File: src/rtl/ps_cfg_pkg.sv
package ps_cfg_pkg;

  typedef enum logic [3:0] {
    ST_IDLE,
    ST_REQ,
    ST_HOLD,
    ST_REL,
    ST_FETCH,
    ST_SETUP,
    ST_HIGH,
    ST_LOW,
    ST_TGO,
    ST_THIGH,
    ST_TLOW
  } cfg_state_e;

  typedef logic [1:0] cfg_res_t;

  localparam cfg_res_t RES_OK     = 2'd0;
  localparam cfg_res_t RES_XFER   = 2'd1;
  localparam cfg_res_t RES_NOCONF = 2'd2;

endpackage

File: src/rtl/ps_cfg_timer.sv
module ps_cfg_timer #(
  parameter int W = 4
) (
  input  logic         clk,
  input  logic         rst,
  input  logic         load_i,
  input  logic [W-1:0] val_i,
  output logic         expired_o
);

  logic [W-1:0] cnt_q;

  always_ff @(posedge clk) begin
    if (rst)                cnt_q <= '0;
    else if (load_i)        cnt_q <= val_i;
    else if (cnt_q != '0)   cnt_q <= cnt_q - W'(1);
  end

  assign expired_o = (cnt_q == '0);

  // a running phase counts down one step per cycle
  a_r3_timer_step: assert property (@(posedge clk) disable iff (rst)
    (!load_i && cnt_q != '0) |=> (cnt_q == $past(cnt_q) - W'(1)));

endmodule

File: src/rtl/ps_cfg_shifter.sv
module ps_cfg_shifter #(
  parameter int W = 16
) (
  input  logic         clk,
  input  logic         rst,
  input  logic         load_i,
  input  logic [W-1:0] word_i,
  input  logic         adv_i,
  output logic         bit_o,
  output logic         last_o
);

  localparam int IW = (W > 1) ? $clog2(W) : 1;

  logic [W-1:0]  sreg_q;
  logic [IW-1:0] idx_q;

  always_ff @(posedge clk) begin
    if (rst) begin
      sreg_q <= '0;
      idx_q  <= '0;
    end else if (load_i) begin
      sreg_q <= word_i;
      idx_q  <= '0;
    end else if (adv_i) begin
      sreg_q <= sreg_q >> 1;
      idx_q  <= idx_q + IW'(1);
    end
  end

  assign bit_o  = sreg_q[0];
  assign last_o = (idx_q == IW'(W - 1));

  // the controller never steps past the final bit of a word
  a_r3_no_adv_past_end: assert property (@(posedge clk) disable iff (rst)
    adv_i |-> !last_o);

endmodule

File: src/rtl/ps_cfg_master.sv
module ps_cfg_master
  import ps_cfg_pkg::*;
#(
  parameter int WORD_W       = 16,
  parameter int CNT_W        = 16,
  parameter int HI_CYC       = 2,
  parameter int LO_CYC       = 3,
  parameter int NWAIT_CYC    = 4,
  parameter int TRAIL_PULSES = 10
) (
  input  logic              clk,
  input  logic              rst,
  input  logic              start_i,
  input  logic [CNT_W-1:0]  word_count_i,
  input  logic [WORD_W-1:0] s_data_i,
  input  logic              s_valid_i,
  output logic              s_ready_o,
  output logic              cfg_req_n_o,
  output logic              cfg_data_o,
  output logic              cfg_clk_o,
  input  logic              dev_status_n_i,
  input  logic              dev_done_i,
  output logic              busy_o,
  output logic              done_o,
  output logic [1:0]        result_o
);

  localparam int TMAX0 = (HI_CYC > LO_CYC) ? HI_CYC : LO_CYC;
  localparam int TMAX  = (TMAX0 > NWAIT_CYC) ? TMAX0 : NWAIT_CYC;
  localparam int TW    = $clog2(TMAX + 1);
  localparam int TRW   = $clog2(TRAIL_PULSES + 1);

  cfg_state_e       st_q, st_d;
  logic [CNT_W-1:0] cnt_q, cnt_d;
  logic [TRW-1:0]   trail_q, trail_d;
  logic             err_q, err_d;
  logic             busy_q, busy_d;
  logic             done_q, done_d;
  cfg_res_t         res_q, res_d;
  logic             req_q, req_d;
  logic             clk_q, clk_d;

  logic             tmr_load, tmr_exp;
  logic [TW-1:0]    tmr_val;
  logic             sh_load, sh_adv, sh_bit, sh_last;
  logic             ready;

  ps_cfg_timer #(.W(TW)) u_timer (
    .clk       (clk),
    .rst       (rst),
    .load_i    (tmr_load),
    .val_i     (tmr_val),
    .expired_o (tmr_exp)
  );

  ps_cfg_shifter #(.W(WORD_W)) u_shift (
    .clk    (clk),
    .rst    (rst),
    .load_i (sh_load),
    .word_i (s_data_i),
    .adv_i  (sh_adv),
    .bit_o  (sh_bit),
    .last_o (sh_last)
  );

  always_comb begin
    st_d     = st_q;
    cnt_d    = cnt_q;
    trail_d  = trail_q;
    err_d    = err_q;
    busy_d   = busy_q;
    done_d   = done_q;
    res_d    = res_q;
    req_d    = req_q;
    clk_d    = clk_q;
    tmr_load = 1'b0;
    tmr_val  = '0;
    sh_load  = 1'b0;
    sh_adv   = 1'b0;
    ready    = 1'b0;
    case (st_q)
      ST_IDLE: begin
        if (start_i) begin
          st_d    = ST_REQ;
          cnt_d   = word_count_i;
          trail_d = '0;
          err_d   = 1'b0;
          busy_d  = 1'b1;
          done_d  = 1'b0;
          req_d   = 1'b0;
        end
      end
      ST_REQ: begin
        if (!dev_status_n_i) begin
          tmr_load = 1'b1;
          tmr_val  = TW'(NWAIT_CYC - 1);
          st_d     = ST_HOLD;
        end
      end
      ST_HOLD: begin
        if (tmr_exp) begin
          req_d = 1'b1;
          st_d  = ST_REL;
        end
      end
      ST_REL: begin
        if (dev_status_n_i) st_d = ST_FETCH;
      end
      ST_FETCH: begin
        if (dev_done_i) begin
          st_d = ST_TGO;
        end else if (cnt_q == '0) begin
          err_d = 1'b1;
          st_d  = ST_TGO;
        end else begin
          ready = 1'b1;
          if (s_valid_i) begin
            sh_load = 1'b1;
            cnt_d   = cnt_q - CNT_W'(1);
            st_d    = ST_SETUP;
          end
        end
      end
      ST_SETUP, ST_TGO: begin
        clk_d    = 1'b1;
        tmr_load = 1'b1;
        tmr_val  = TW'(HI_CYC - 1);
        st_d     = (st_q == ST_SETUP) ? ST_HIGH : ST_THIGH;
      end
      ST_HIGH, ST_THIGH: begin
        if (tmr_exp) begin
          clk_d    = 1'b0;
          tmr_load = 1'b1;
          tmr_val  = TW'(LO_CYC - 1);
          st_d     = (st_q == ST_HIGH) ? ST_LOW : ST_TLOW;
        end
      end
      ST_LOW: begin
        if (tmr_exp) begin
          if (dev_done_i) begin
            st_d = ST_TGO;
          end else if (!dev_status_n_i) begin
            err_d = 1'b1;
            st_d  = ST_TGO;
          end else if (sh_last) begin
            st_d = ST_FETCH;
          end else begin
            sh_adv = 1'b1;
            st_d   = ST_SETUP;
          end
        end
      end
      ST_TLOW: begin
        if (tmr_exp) begin
          if (trail_q == TRW'(TRAIL_PULSES - 1)) begin
            res_d  = err_q ? RES_XFER : (dev_done_i ? RES_OK : RES_NOCONF);
            busy_d = 1'b0;
            done_d = 1'b1;
            st_d   = ST_IDLE;
          end else begin
            trail_d = trail_q + TRW'(1);
            st_d    = ST_TGO;
          end
        end
      end
      default: st_d = ST_IDLE;
    endcase
  end

  always_ff @(posedge clk) begin
    if (rst) begin
      st_q    <= ST_IDLE;
      cnt_q   <= '0;
      trail_q <= '0;
      err_q   <= 1'b0;
      busy_q  <= 1'b0;
      done_q  <= 1'b0;
      res_q   <= RES_OK;
      req_q   <= 1'b1;
      clk_q   <= 1'b0;
    end else begin
      st_q    <= st_d;
      cnt_q   <= cnt_d;
      trail_q <= trail_d;
      err_q   <= err_d;
      busy_q  <= busy_d;
      done_q  <= done_d;
      res_q   <= res_d;
      req_q   <= req_d;
      clk_q   <= clk_d;
    end
  end

  assign s_ready_o   = ready;
  assign cfg_req_n_o = req_q;
  assign cfg_data_o  = sh_bit;
  assign cfg_clk_o   = clk_q;
  assign busy_o      = busy_q;
  assign done_o      = done_q;
  assign result_o    = res_q;

  // high-phase length tracker used only by the width assertion
  logic [7:0] hi_len_q;
  always_ff @(posedge clk) begin
    if (rst)                              hi_len_q <= '0;
    else if (!clk_q)                      hi_len_q <= '0;
    else if (hi_len_q != 8'hFF)           hi_len_q <= hi_len_q + 8'd1;
  end

  // data does not move while the configuration clock is high
  a_r3_data_stable: assert property (@(posedge clk) disable iff (rst)
    (cfg_clk_o && $past(cfg_clk_o)) |-> $stable(cfg_data_o));

  // each high phase lasts at least HI_CYC cycles
  a_r3_high_width: assert property (@(posedge clk) disable iff (rst)
    $fell(cfg_clk_o) |-> ({1'b0, $past(hi_len_q)} + 9'd1 >= 9'(HI_CYC)));

  // a word is only taken while the clock rests low
  a_r9_ready_clk_low: assert property (@(posedge clk) disable iff (rst)
    s_ready_o |-> !cfg_clk_o);

  // an idle block keeps the link quiet
  a_r10_idle_quiet: assert property (@(posedge clk) disable iff (rst)
    !busy_o |-> (!cfg_clk_o && cfg_req_n_o));

  // the request only drops in answer to an accepted start
  a_r2_req_from_start: assert property (@(posedge clk) disable iff (rst)
    $fell(cfg_req_n_o) |-> ($past(start_i) && !$past(busy_o)));

  // a run only finishes after the full trailing train
  a_r7_trail_count: assert property (@(posedge clk) disable iff (rst)
    $rose(done_o) |-> ($past(trail_q) == TRW'(TRAIL_PULSES - 1) && !busy_o));

endmodule

File: config.mk
export PLATFORM = sky130hd
export DESIGN_NAME = ps_cfg_master
export DESIGN_NICKNAME = d
export VERILOG_FILES = /design/src/rtl/ps_cfg_pkg.sv /design/src/rtl/ps_cfg_timer.sv /design/src/rtl/ps_cfg_shifter.sv /design/src/rtl/ps_cfg_master.sv
export SDC_FILE = /design/constraint.sdc
export NUM_CORES = 1
export LEC_CHECK = 0
export BUFFER_PORTS_ARGS = -buffer_cell sky130_fd_sc_hd__buf_2
export CAP_MARGIN = 20
export CELL_PAD_IN_SITES_DETAIL_PLACEMENT = 1
export CELL_PAD_IN_SITES_GLOBAL_PLACEMENT = 2
export CORE_MARGIN = 1.5
export CORE_UTILIZATION = 35
export CTS_CLUSTER_DIAMETER = 30
export DETAILED_ROUTE_END_ITERATION = 8
export HOLD_SLACK_MARGIN = 0.1
export PLACE_DENSITY_LB_ADDON = 0.08
export SLEW_MARGIN = 10
export SYNTH_ARGS = -nofsm -noshare
export SYNTH_HDL_FRONTEND = slang
export SYNTH_SLANG_ARGS = --single-unit
File: constraint.sdc
create_clock -name clk -period 3.24 [get_ports clk]
set_input_delay 0.162 -clock clk [delete_from_list [all_inputs] [get_ports clk]]
set_output_delay 0.162 -clock clk [all_outputs]
set_load 0.03 [all_outputs]
# Yosys cells after proc, flatten, opt, wreduce, memory -nomap -nowiden
# Index checks and enable logic that the tools add are counted.
# Widths: inputs -> output; s select.
dict set report word_totals {
  elab_cells 134
  ff_bits 54
}
dict set report op_classes {
  eq_ne 28
  mux 68
  n_reduce_logical 22
  addsub 4
}
# cell n
set ops {}
lappend ops {{$mux 16} 6}
lappend ops {{$mux 4} 18}
lappend ops {{$pmux 4 s9} 1}
lappend ops {{$pmux 16 s2} 1}
lappend ops {{$ne 2x2->1 const B} 15}
lappend ops {{$mux 1} 28}
lappend ops {{$eq 4x4->1 const B} 5}
lappend ops {{$eq 4x3->1 const B} 4}
lappend ops {{$logic_not 16->1} 1}
lappend ops {{$sub 16x1->16 const B} 1}
lappend ops {{$reduce_bool 2->1} 6}
lappend ops {{$add 4x1->4 const B} 2}
lappend ops {{$eq 4x2->1 const B} 2}
lappend ops {{$mux 2} 4}
lappend ops {{$pmux 1 s2} 4}
lappend ops {{$pmux 4 s2} 1}
lappend ops {{$reduce_and 4->1} 2}
lappend ops {{$reduce_and 8->1} 1}
lappend ops {{$reduce_and 7->1} 1}
lappend ops {{$mux 3} 2}
lappend ops {{$pmux 1 s3} 2}
lappend ops {{$pmux 2 s3} 1}
lappend ops {{$reduce_and 3->1} 2}
lappend ops {{$reduce_bool 3->1} 2}
lappend ops {{other kinds (8)} 10}

# Logic depth before layout (Yosys ltp)
# Gate-level depths: netlist (run 1).
dict set report depth {
  depth_word 8
  ltp_mapped 8
  mapped_depth_nobuf 7
}

# By module
# From an unflattened synthesis (run 1), not the netlist that was laid out.
dict set report hier_totals {
  hier_cells 392
  area_unflattened_um2 3280.6
}
# module seq_area_each_um2 instances cells_per_inst area_each_um2
set modules_own_cells {}
lappend modules_own_cells {ps_cfg_master 620.6 1 280 2132.0}
lappend modules_own_cells {ps_cfg_shifter 400.4 1 90 942.2}
lappend modules_own_cells {ps_cfg_timer 60.1 1 22 206.4}

# Worst setup path after synthesis (run 1)
# No wires, ideal clock.
dict set report synth_timing {
  path_type {register to register}
  startpoint {register cnt_q[0]}
  endpoint {register st_q[0]}
  n_path_buf 0
  t_required_ps 3154
  stages_incl_launch_ff 8
  period_less_slack_ps 1856
  t_arrival_ps 1770
  path_slack_ps 1384
  path_cell_list {dfxtp_1 > inv_1 > ha_1 > nor3b_2 > nand3_2 > o21a_2 > a21o_1 > a211oi_1}
}
dict set report synth_between {
  elab_chain_cells 4
  word_cells_on_any_way 6
}
# item line
set synth_rtl {}
lappend synth_rtl {{start, declared} ps_cfg_master.sv:34} ;# logic [CNT_W-1:0] cnt_q, cnt_d;
lappend synth_rtl {{start signal, assigned} ps_cfg_master.sv:183} ;# cnt_q <= cnt_d;
lappend synth_rtl {{$logic_not 16->1 (*)} ps_cfg_master.sv:112} ;# end else if (cnt_q == '0) begin
lappend synth_rtl {{$mux 4} ps_cfg_master.sv:112}
lappend synth_rtl {{$mux 4} ps_cfg_master.sv:110} ;# if (dev_done_i) begin
lappend synth_rtl {{$pmux 4 s9} ps_cfg_master.sv:81} ;# case (st_q)
lappend synth_rtl {{end signal, assigned} ps_cfg_master.sv:182} ;# st_q <= st_d;
lappend synth_rtl {{end, declared} ps_cfg_master.sv:33} ;# cfg_state_e st_q, st_d;
# Mark *: on every way between the ends. The rest lies on a longest branch, timed or not.
# A chain may end at the register's enable or synchronous reset.

# Final worst setup path (run 1)
dict set report layout_timing {
  startpoint {register st_q[1]}
  endpoint {output port s_ready_o}
}
dict set report layout_between {
  elab_chain_cells 2
}
# item line
set layout_rtl {}
lappend layout_rtl {{$eq 4x3->1} ps_cfg_master.sv:81}
lappend layout_rtl {{$mux 1} ps_cfg_master.sv:81}
lappend layout_rtl {{end, declared} ps_cfg_master.sv:17} ;# output logic s_ready_o,
# Every way passes these cells.

==> results of run 1 <==
kinds of logic after synthesis:
kind of cell,share of synthesized area [%]
fa+ha+maj,2.332
compound gates,24.64
mux,6.529
buf+inv,5.830
simple gates,26.00
flops,33.58
xor+xnor,1.088
placed cells by master (no fill, tap or decap), types with 3 or more instances in the layout:
cell / count
o41ai_2: 3
a211oi_1: 4
and2_1: 4
o21a_1: 3
nand3b_1: 3
nor2b_1: 3
nand2b_1: 11
and3_1: 4
dfxtp_1: 54
a21oi_1: 29
a211oi_2: 15
a31oi_1: 5
inv_1: 11
buf_2: 45
buf_4: 7
nor3b_1: 3
ha_1: 6
xnor2_1: 3
nor3_1: 17
clkbuf_8: 5
mux2i_1: 21
o21ai_0: 26
a21o_1: 4
nand2_1: 24
nor2_1: 48
nand3_1: 10
state kept, by name, summed over array words and instances, names as in the netlist:
name            cells
done_o              1
result_o            2
trail_q             4
err_q               1
u_shift.idx_q       4
u_timer.cnt_q       3
u_shift.sreg_q     16
cfg_req_n_o         1
cnt_q              16
st_q                4
busy_o              1
cfg_clk_o           1
layout make-up:
type                            count  area (um^2)  area share, %
Clock inverter                      3        45.04          1.248
Multi-Input combinational cell    294         1951          54.04
Tap cell                          108        135.1          3.744
Clock buffer                        5        68.82          1.906
Inverter                           11        41.29          1.144
Sequential cell                    54         1081          29.95
Timing Repair Buffer               53        287.8          7.972
worst max-delay path by stage:
stage / from / endpoint / slack, ns / cells past startpoint
floorplan: cnt_q[0]$_SDFFE_PP0P_ / st_q[0]$_SDFFE_PP0P_ / 1.38 / 7
global placement: cnt_q[0]$_SDFFE_PP0P_ / cnt_q[1]$_SDFFE_PP0P_ / 0.88 / 8
detailed placement: cnt_q[0]$_SDFFE_PP0P_ / cnt_q[1]$_SDFFE_PP0P_ / 0.90 / 8
CTS: st_q[1]$_SDFFE_PP0P_ / s_ready_o / 0.77 / 4
global route: cnt_q[0]$_SDFFE_PP0P_ / cnt_q[1]$_SDFFE_PP0P_ / 0.60 / 8
finish: st_q[1]$_SDFFE_PP0P_ / s_ready_o / 0.80 / 4
worst max-delay path, cell delays in order (launching register included):
cell and delay, ns:
dfxtp_1 0.50, or4b_4 0.83, nor2_4 0.20, o21a_2 0.21, buf_2 0.22
power by group:
part,internal (mW),total [mW],switching (mW)
registers,0.746,0.868,0.122
logic,0.331,0.868,0.537
clock network,0.231,0.478,0.247
stage by stage:
stage	utilization (%)	instances	setup slack, ns	cell area [um^2]	hold WS [ns]
after floorplan	-	386	1.384	3219	0.2980
final	40.99	528	0.7997	3610	0.1218
after global routing	40.99	528	0.6015	3610	0.1263
after detailed placement	39.59	519	0.8990	3486	0.4304
after global placement	39.59	519	0.8753	3486	0.4257
after CTS	40.99	528	0.7698	3610	0.1196
layer usage:
metal / GRT usage [%] / wire length [um] / vias up
li1: - / - / 1458
met1: 23.54 / 4272 / 1388
met2: 30.40 / 3737 / 44
met3: 3.262 / 273 / 11
met4: 5.385 / 115 / 0
met5: 0 / 0 / -
synthesized netlist by cell type (6+ instances only):
cell type / count
a211oi_2: 15
nor2_1: 48
nor3_1: 17
nand3_1: 10
buf_2: 9
dfxtp_1: 54
ha_1: 6
a21oi_1: 29
o21ai_0: 26
nand2b_1: 11
mux2i_1: 21
nand2_1: 24
inv_1: 11
clkbuf_1: 13
==> metrics.cfg, run 1 <==
[sta]
setup_viol=0
finalMaxSlewViolations=0
hold_viol=0
tns_ns=0
rsz0062_at_grt=false
finClkSkew_ns=0.008781
max_freq_ghz=0.4098
slew_headroom_pct=32.06
period_share_pct=75.32
fin_crit_ns=2.440
worst-slew-pin-transition_ns=1.019

[place]
hpwl_um=5732
io_buffer_count=45
place_congestion=0.7745

[synth]
synth.top_cells.by_area=dfxtp_1, mux2i_1, a211oi_2
synth.distinct_cells=63
synthCells=386
synth_top_area_cell=dfxtp_1
avgSynthCellArea_um2=8.340
ys_seq_area_share_pct=33.58
synthFlopType=dfxtp_1
syn_area_um2=3219
synth_nets=430
synth-edff-count=0
synthArstFlopShare_pct=0
synth_top_cell_area_share_pct=33.58
synth_seq_cells=54
yosysWarnings=0

[global_route]
grt_pass1_wl_um=14460
grt_use_total_pct=18.05
grt_max_degree=49
antenna_found_initial=0
gr-total-overflow=0
grt_pass1_vias=3054

[setup_path]
r2r_slack_ns=0.91
worstPathMaxFanout=42
rr_worst_depth=8
crit_arrival_ns=2.28
crit_type=reg -> out
required_ns=3.08
crit_path_end_kind=output port
reg2reg_from=cnt_q[0]$_SDFFE_PP0P_
r2r-end=cnt_q[1]$_SDFFE_PP0P_
critPathLaunchType=flop

[layout]
drive_above_1_share_pct=22.38
fillers=1080
nets=463
antenna_cells=0
syn_to_final_growth_pct=12.13

[clocking]
cts_setup_buffers=0
clk_pin_slew_worst_paths_ns=0.11
cts_tree=yes
ctsHoldBuffers=1
cts.repair.resized=0
cts_buffers=5
clkSinkCount=54
htree_levels=2
cts_root_buffer=clkbuf_8
cts_buffer_depth=2
clk_latency_ns=0.32

[min_path]
min_path_type=in -> reg
hold-path-endpoint=cnt_q[0]$_SDFFE_PP0P_
hold_path_depth=3
holdCritStartpoint=word_count_i[0]

[drt]
vias=2901
drtAntennaViolNets=0
first_pass_iters=6
finalWirelength_um=8399
wl_per_cell_um=15.91
drc=2
drt_iter0_drc=85
detail_route.vias_per_cell=5.494

[job]
maxCapViolCount=0

[floorplan]
die_area_um2=9782
row_count=34
core_area_um2=8806
die_w_um=98.91
ios=46
start_util_pct=36.56
dieHeight_um=98.91

[outcome]
status=complete, but fails checks
violations=design-rule violations

[pwr]
leakage_nw=1.479
p_per_area_nw_per_um2=613.3
post-layout-total-power_mw=2.214
irDropWorstVdd_v=0.0002532

Power figures use the tool's default switching activity.
==> run 2: changes to the inputs <==
CORE_UTILIZATION = 34   (was 35)
clock period = 2.5 ns   (was 3.24 ns; I/O delays follow)
==> metrics.cfg, run 2 (synthesis gave the netlist of run 1 again) <==
[outcome]
status=completed

[drt]
drc=0
first_pass_iters=4
finalWirelength_um=8395
wl_per_cell_um=15.60
vias=2891
drt_iter0_drc=111
drtAntennaViolNets=0
detail_route.vias_per_cell=5.374

[clocking]
cts_root_buffer=clkbuf_8
ctsHoldBuffers=2
cts_setup_buffers=0
htree_levels=2
clk_latency_ns=0.32
cts_tree=yes
clkSinkCount=54
cts.repair.resized=0
cts_buffers=5
clk_pin_slew_worst_paths_ns=0.11
cts_buffer_depth=2

[setup_path]
required_ns=2.38
crit_end=s_ready_o
crit_path_end_kind=output port
reg2reg_from=cnt_q[0]$_SDFFE_PP0P_
crit_start=cnt_q[0]$_SDFFE_PP0P_
crit_arrival_ns=2.06
worstPathMaxFanout=8
critPathLaunchType=flop
r2r_slack_ns=0.39
rr_worst_depth=8
crit_type=reg -> out
r2r-end=u_shift.sreg_q[6]$_SDFFE_PP0P_

[global_route]
antenna_found_initial=0
grt_max_degree=42
gr-total-overflow=0
grt_pass1_vias=2841
grt_use_total_pct=17.23
grt_pass1_wl_um=14060

[layout]
final_common_cell=dfxtp_1
regArea_um2=1081
top_regs=cnt_q (16), u_shift.sreg_q (16)
most-common-layout-cells=dfxtp_1, nor2_1, buf_2
multi_input_area_um2=1951
layoutNonFillerInstCount=538
nets=470
syn_to_final_growth_pct=14.26
fillers=1114
final_area_um2=3679
drive_above_1_share_pct=22.95
antenna_cells=0
postLayoutCoreUtil_pct=40.00

[sta]
setup_viol=0
max_freq_ghz=0.4579
rsz0062_at_grt=false
finClkSkew_ns=0.009200
setup_slack_ns=0.3162
period_share_pct=87.35
hold_ws_ns=0.1139
finalMaxSlewViolations=0
fin_crit_ns=2.184
slew_headroom_pct=49.37
worst-slew-pin-transition_ns=0.7595
hold_viol=0
tns_ns=0

[min_path]
min_path_type=in -> reg

[pwr]
irDropWorstVdd_v=0.0002748
switching_share_pct=42.37
internal_power_mw=1.614
clock_power_share_pct=19.0
p_per_area_nw_per_um2=761.4
pwr-share-comb_pct=41.3
post-layout-total-power_mw=2.801
leakage_nw=1.517
seqPwrFrac_pct=39.8
switchingPower_mw=1.187

[place]
place_area_um2=3545
hpwl_um=5788
dp.cells=526
place_congestion=0.7620
pre_cts_ws_ns=0.4015
io_buffer_count=45

[floorplan]
die_area_um2=10060
core_area_um2=9196
die_w_um=100.3
dieHeight_um=100.3
start_util_pct=35.01
ios=46
row_count=35

[job]
maxCapViolCount=0

[run 2: cell types whose count changed in the layout (fill, tap and decap cells not counted)]
cell           before  now
dlygate4sd3_1       1    4
buf_12              0    2
clkinvlp_4          2    1
bufinv_16           1    0
buf_4               7    9
clkinv_4            0    1
inv_6               0    1
[run 2: worst min-delay path by stage]
stage                       startpoint  slack (ns)  depth (start not counted)                              end
after floorplan           s_data_i[15]        0.26                          2  u_shift.sreg_q[15]$_SDFFE_PP0P_
after global placement    s_data_i[15]        0.38                          3  u_shift.sreg_q[15]$_SDFFE_PP0P_
after detailed placement  s_data_i[15]        0.39                          3  u_shift.sreg_q[15]$_SDFFE_PP0P_
after CTS                  s_data_i[7]        0.10                          3   u_shift.sreg_q[7]$_SDFFE_PP0P_
after global routing       s_data_i[9]        0.11                          3   u_shift.sreg_q[9]$_SDFFE_PP0P_
final                      s_data_i[1]        0.11                          3   u_shift.sreg_q[1]$_SDFFE_PP0P_
[run 2: power groups by stage]
stage,Sequential (mW),Combinational (mW),Clock [mW]
global route,1.13,1.30,0.587
finish,1.11,1.16,0.531
detailed placement,1.13,1.15,0
CTS,1.11,1.16,0.560
global placement,1.13,1.15,0
floorplan,1.09,0.882,0
[run 2: cell type report]
cell class	count	area share, %
clock inverters	3	0.6803
clock buffers	5	1.871
repair buffers	60	10.14
flip-flops and latches	54	29.39
multi-input cells	294	53.03
well taps	111	3.776
inverters	11	1.122
[run 2: worst max-delay path, cell delays in order, from the launching register on]
cell     delay (ns)
dfxtp_1        0.35
inv_1          0.08
ha_1           0.21
nor3b_2        0.35
nand3_2        0.26
o21a_2         0.30
buf_2          0.19
[run 2: layer usage]
| metal | up-vias | share of wire (%) | GRT usage (%) | wire [um] |
|---|---|---|---|---|
| met2 | 46 | 45 | 27.89 | 3809 |
| met1 | 1370 | 51 | 24.01 | 4264 |
| li1 | 1471 | - | - | - |
| met3 | 4 | 3.3 | 2.925 | 277 |
| met5 | - | 0 | 0 | 0 |
| met4 | 0 | 0.51 | 3.900 | 43 |
==> run 3: changes to the inputs <==
SYNTH_HIERARCHICAL = 1   (was default)
==> metrics.cfg, run 3 <==
[pwr]
p_per_area_nw_per_um2=970.0
irDropWorstVdd_v=0.0003444
leakage_nw=1.506

[place]
io_buffer_count=45
place_congestion=0.7771
place_area_um2=3649
hpwl_um=6401

[layout]
postLayoutCoreUtil_pct=42.25
most-common-layout-cells=dfxtp_1, buf_2, a21oi_1
antenna_cells=0
final_common_cell=dfxtp_1
syn_to_final_growth_pct=19.57
drive_above_1_share_pct=21.33
fillers=1128
top_regs=cnt_q (16), u_shift/sreg_q (16)
final_area_um2=3923
nets=493

[setup_path]
crit_family=simple AND/OR/NAND/NOR gates
max_stage_delay_ns=0.38
path_buf_inv=3
worstPathMaxFanout=15
required_ns=2.73
crit_type=reg -> reg
crit_arrival_ns=2.46
crit_chain=inv_1 -> ha_1 -> nor4b_4 -> and4_4 -> nor2_1 -> and2_2 -> clkinvlp_4 -> buf_12 -> a211oi_1
critPathLaunchType=flop
crit_path_end_kind=flop
crit_slowest_cell=dfxtp_1

[floorplan]
start_util_pct=35.34
die_area_um2=10250
row_count=35
ios=46
core_area_um2=9284
dieHeight_um=101.2
die_w_um=101.2

[synth]
avgSynthCellArea_um2=8.369
synth-edff-count=0
synth_top_cell_area_share_pct=32.95
synthFlopType=dfxtp_1
synth_nets=436
synthArstFlopShare_pct=0
synthCells=392
synth.distinct_cells=70
synth_common_cells=dfxtp_1, a21oi_1, nor2_1, nand2_1, nor2b_1
yosysWarnings=6
yosysMostFrequentCell=dfxtp_1
ys_seq_area_share_pct=32.95
synth.top_cells.by_area=dfxtp_1, a21oi_1, mux2i_1
synth_seq_cells=54
synth_top_area_cell=dfxtp_1
syn_area_um2=3281

[drt]
drc=0
vias=3044
detail_route.vias_per_cell=5.257
drt_iter0_drc=60
wl_per_cell_um=15.42
drtAntennaViolNets=0
first_pass_iters=4
finalWirelength_um=8931

[sta]
max_freq_ghz=0.4473
hold_viol=0
finalMaxSlewViolations=0
hold_ws_ns=0.1120
worst-slew-pin-transition_ns=0.5581
slew_headroom_pct=62.79
period_share_pct=89.43
setup_viol=0
finClkSkew_ns=0.007270
fin_crit_ns=2.236

[clocking]
cts_buffer_depth=2
cts_root_buffer=clkbuf_8
clkSinkCount=54
cts_buffers=5
clk_pin_slew_worst_paths_ns=0.11
htree_levels=2
clk_latency_ns=0.31
cts_tree=yes

[global_route]
grt_use_met2_pct=28.19
grt_use_total_pct=17.80
use_met1_pct=25.82
grt_max_degree=29
use_met3_pct=2.346
busiest_layer=met2
grt_pass1_vias=2954
grt_pass1_wl_um=14680
gr-total-overflow=0
antenna_found_initial=0

[min_path]
min_path_type=in -> reg

[job]
maxCapViolCount=0

[outcome]
status=completed

==> run 3: cell count changes in the layout (fill, tap and decap cells not counted), sizes merged, moves of 7 or more <==
cell	delta
nor2b	+21
nor3	-8
a21oi	+8
dlygate4sd3	+8
nor2	-17
o21ai	-8
buf	+9
nand2	+7
==> run 3: layout make-up <==
class	count	area (um^2)	area share, %
multi-input cells	299	1994	50.85
flip-flops and latches	54	1081	27.56
repair buffers	77	520.5	13.27
well taps	129	161.4	4.115
clock buffers	5	68.82	1.754
inverters	12	48.80	1.244
clock inverters	3	47.55	1.212
==> run 3: what timing repair did <==
action / 4_1_cts / 5_1_grt
endpoints found under the setup margin: 0 / 17
hold buffers: 12 / 0
resized for setup: 0 / 4
hold endpoints to repair: 12 / 0
setup buffers: 0 / 1
==> run 3: path summary, 6_finish.rpt <==
path                                from                              end  slack [ns]  cells after the start
setup reg to reg   cnt_q[0]$_SDFFE_PP0P_  u_shift/sreg_q[12]$_SDFFE_PP0P_        0.26                      9
setup / recovery   cnt_q[0]$_SDFFE_PP0P_  u_shift/sreg_q[12]$_SDFFE_PP0P_        0.26                      9
hold reg to reg   cfg_clk_o$_SDFFE_PP0P_           cfg_clk_o$_SDFFE_PP0P_        0.48                      2
hold / removal              s_data_i[11]  u_shift/sreg_q[11]$_SDFFE_PP0P_        0.11                      3
==> run 3: cell families after synthesis <==
| group | count (synthesis) | synth area share (%) |
|---|---|---|
| AOI/OAI and AO/OA | 115 | 23.57 |
| xor gates and xnor gates | 4 | 1.068 |
| adders and majority gates | 6 | 2.288 |
| buffers and inverters | 39 | 6.865 |
| DFF | 54 | 32.95 |
| muxes | 19 | 5.835 |
| other | 1 | 0.1143 |
| and+or+nand+nor | 154 | 27.31 |
==> run 3: per-layer routing <==
metal	vias to the layer above	routed length [um]
met3	5	215
met4	0	58
met2	39	4032
li1	1535	-
met5	-	0
met1	1465	4625
==> run 3: report_power, final <==
part / total [mW] / internal (mW) / switching (mW)
Sequential: 1.24 / 1.03 / 0.210
Clock: 0.635 / 0.305 / 0.330
Combinational: 1.93 / 0.821 / 1.11
==> run 3: stage by stage <==
step	setup slack, ns	total power, mW	setup TNS, ns	std cells
after detailed placement	0.06408	3.156	0	558
after global placement	0.1965	3.138	0	558
after global routing	-0.0002660	4.124	-0.0002660	579
after CTS	0.03475	3.830	0	578
after floorplan	0.1531	2.624	0	392
final	0.2643	3.805	0	579
==> run 3: tightest hold or removal path: stages <==
cell and delay, ns:
buf_2 0.10, nor2b_1 0.11, a211oi_1 0.06
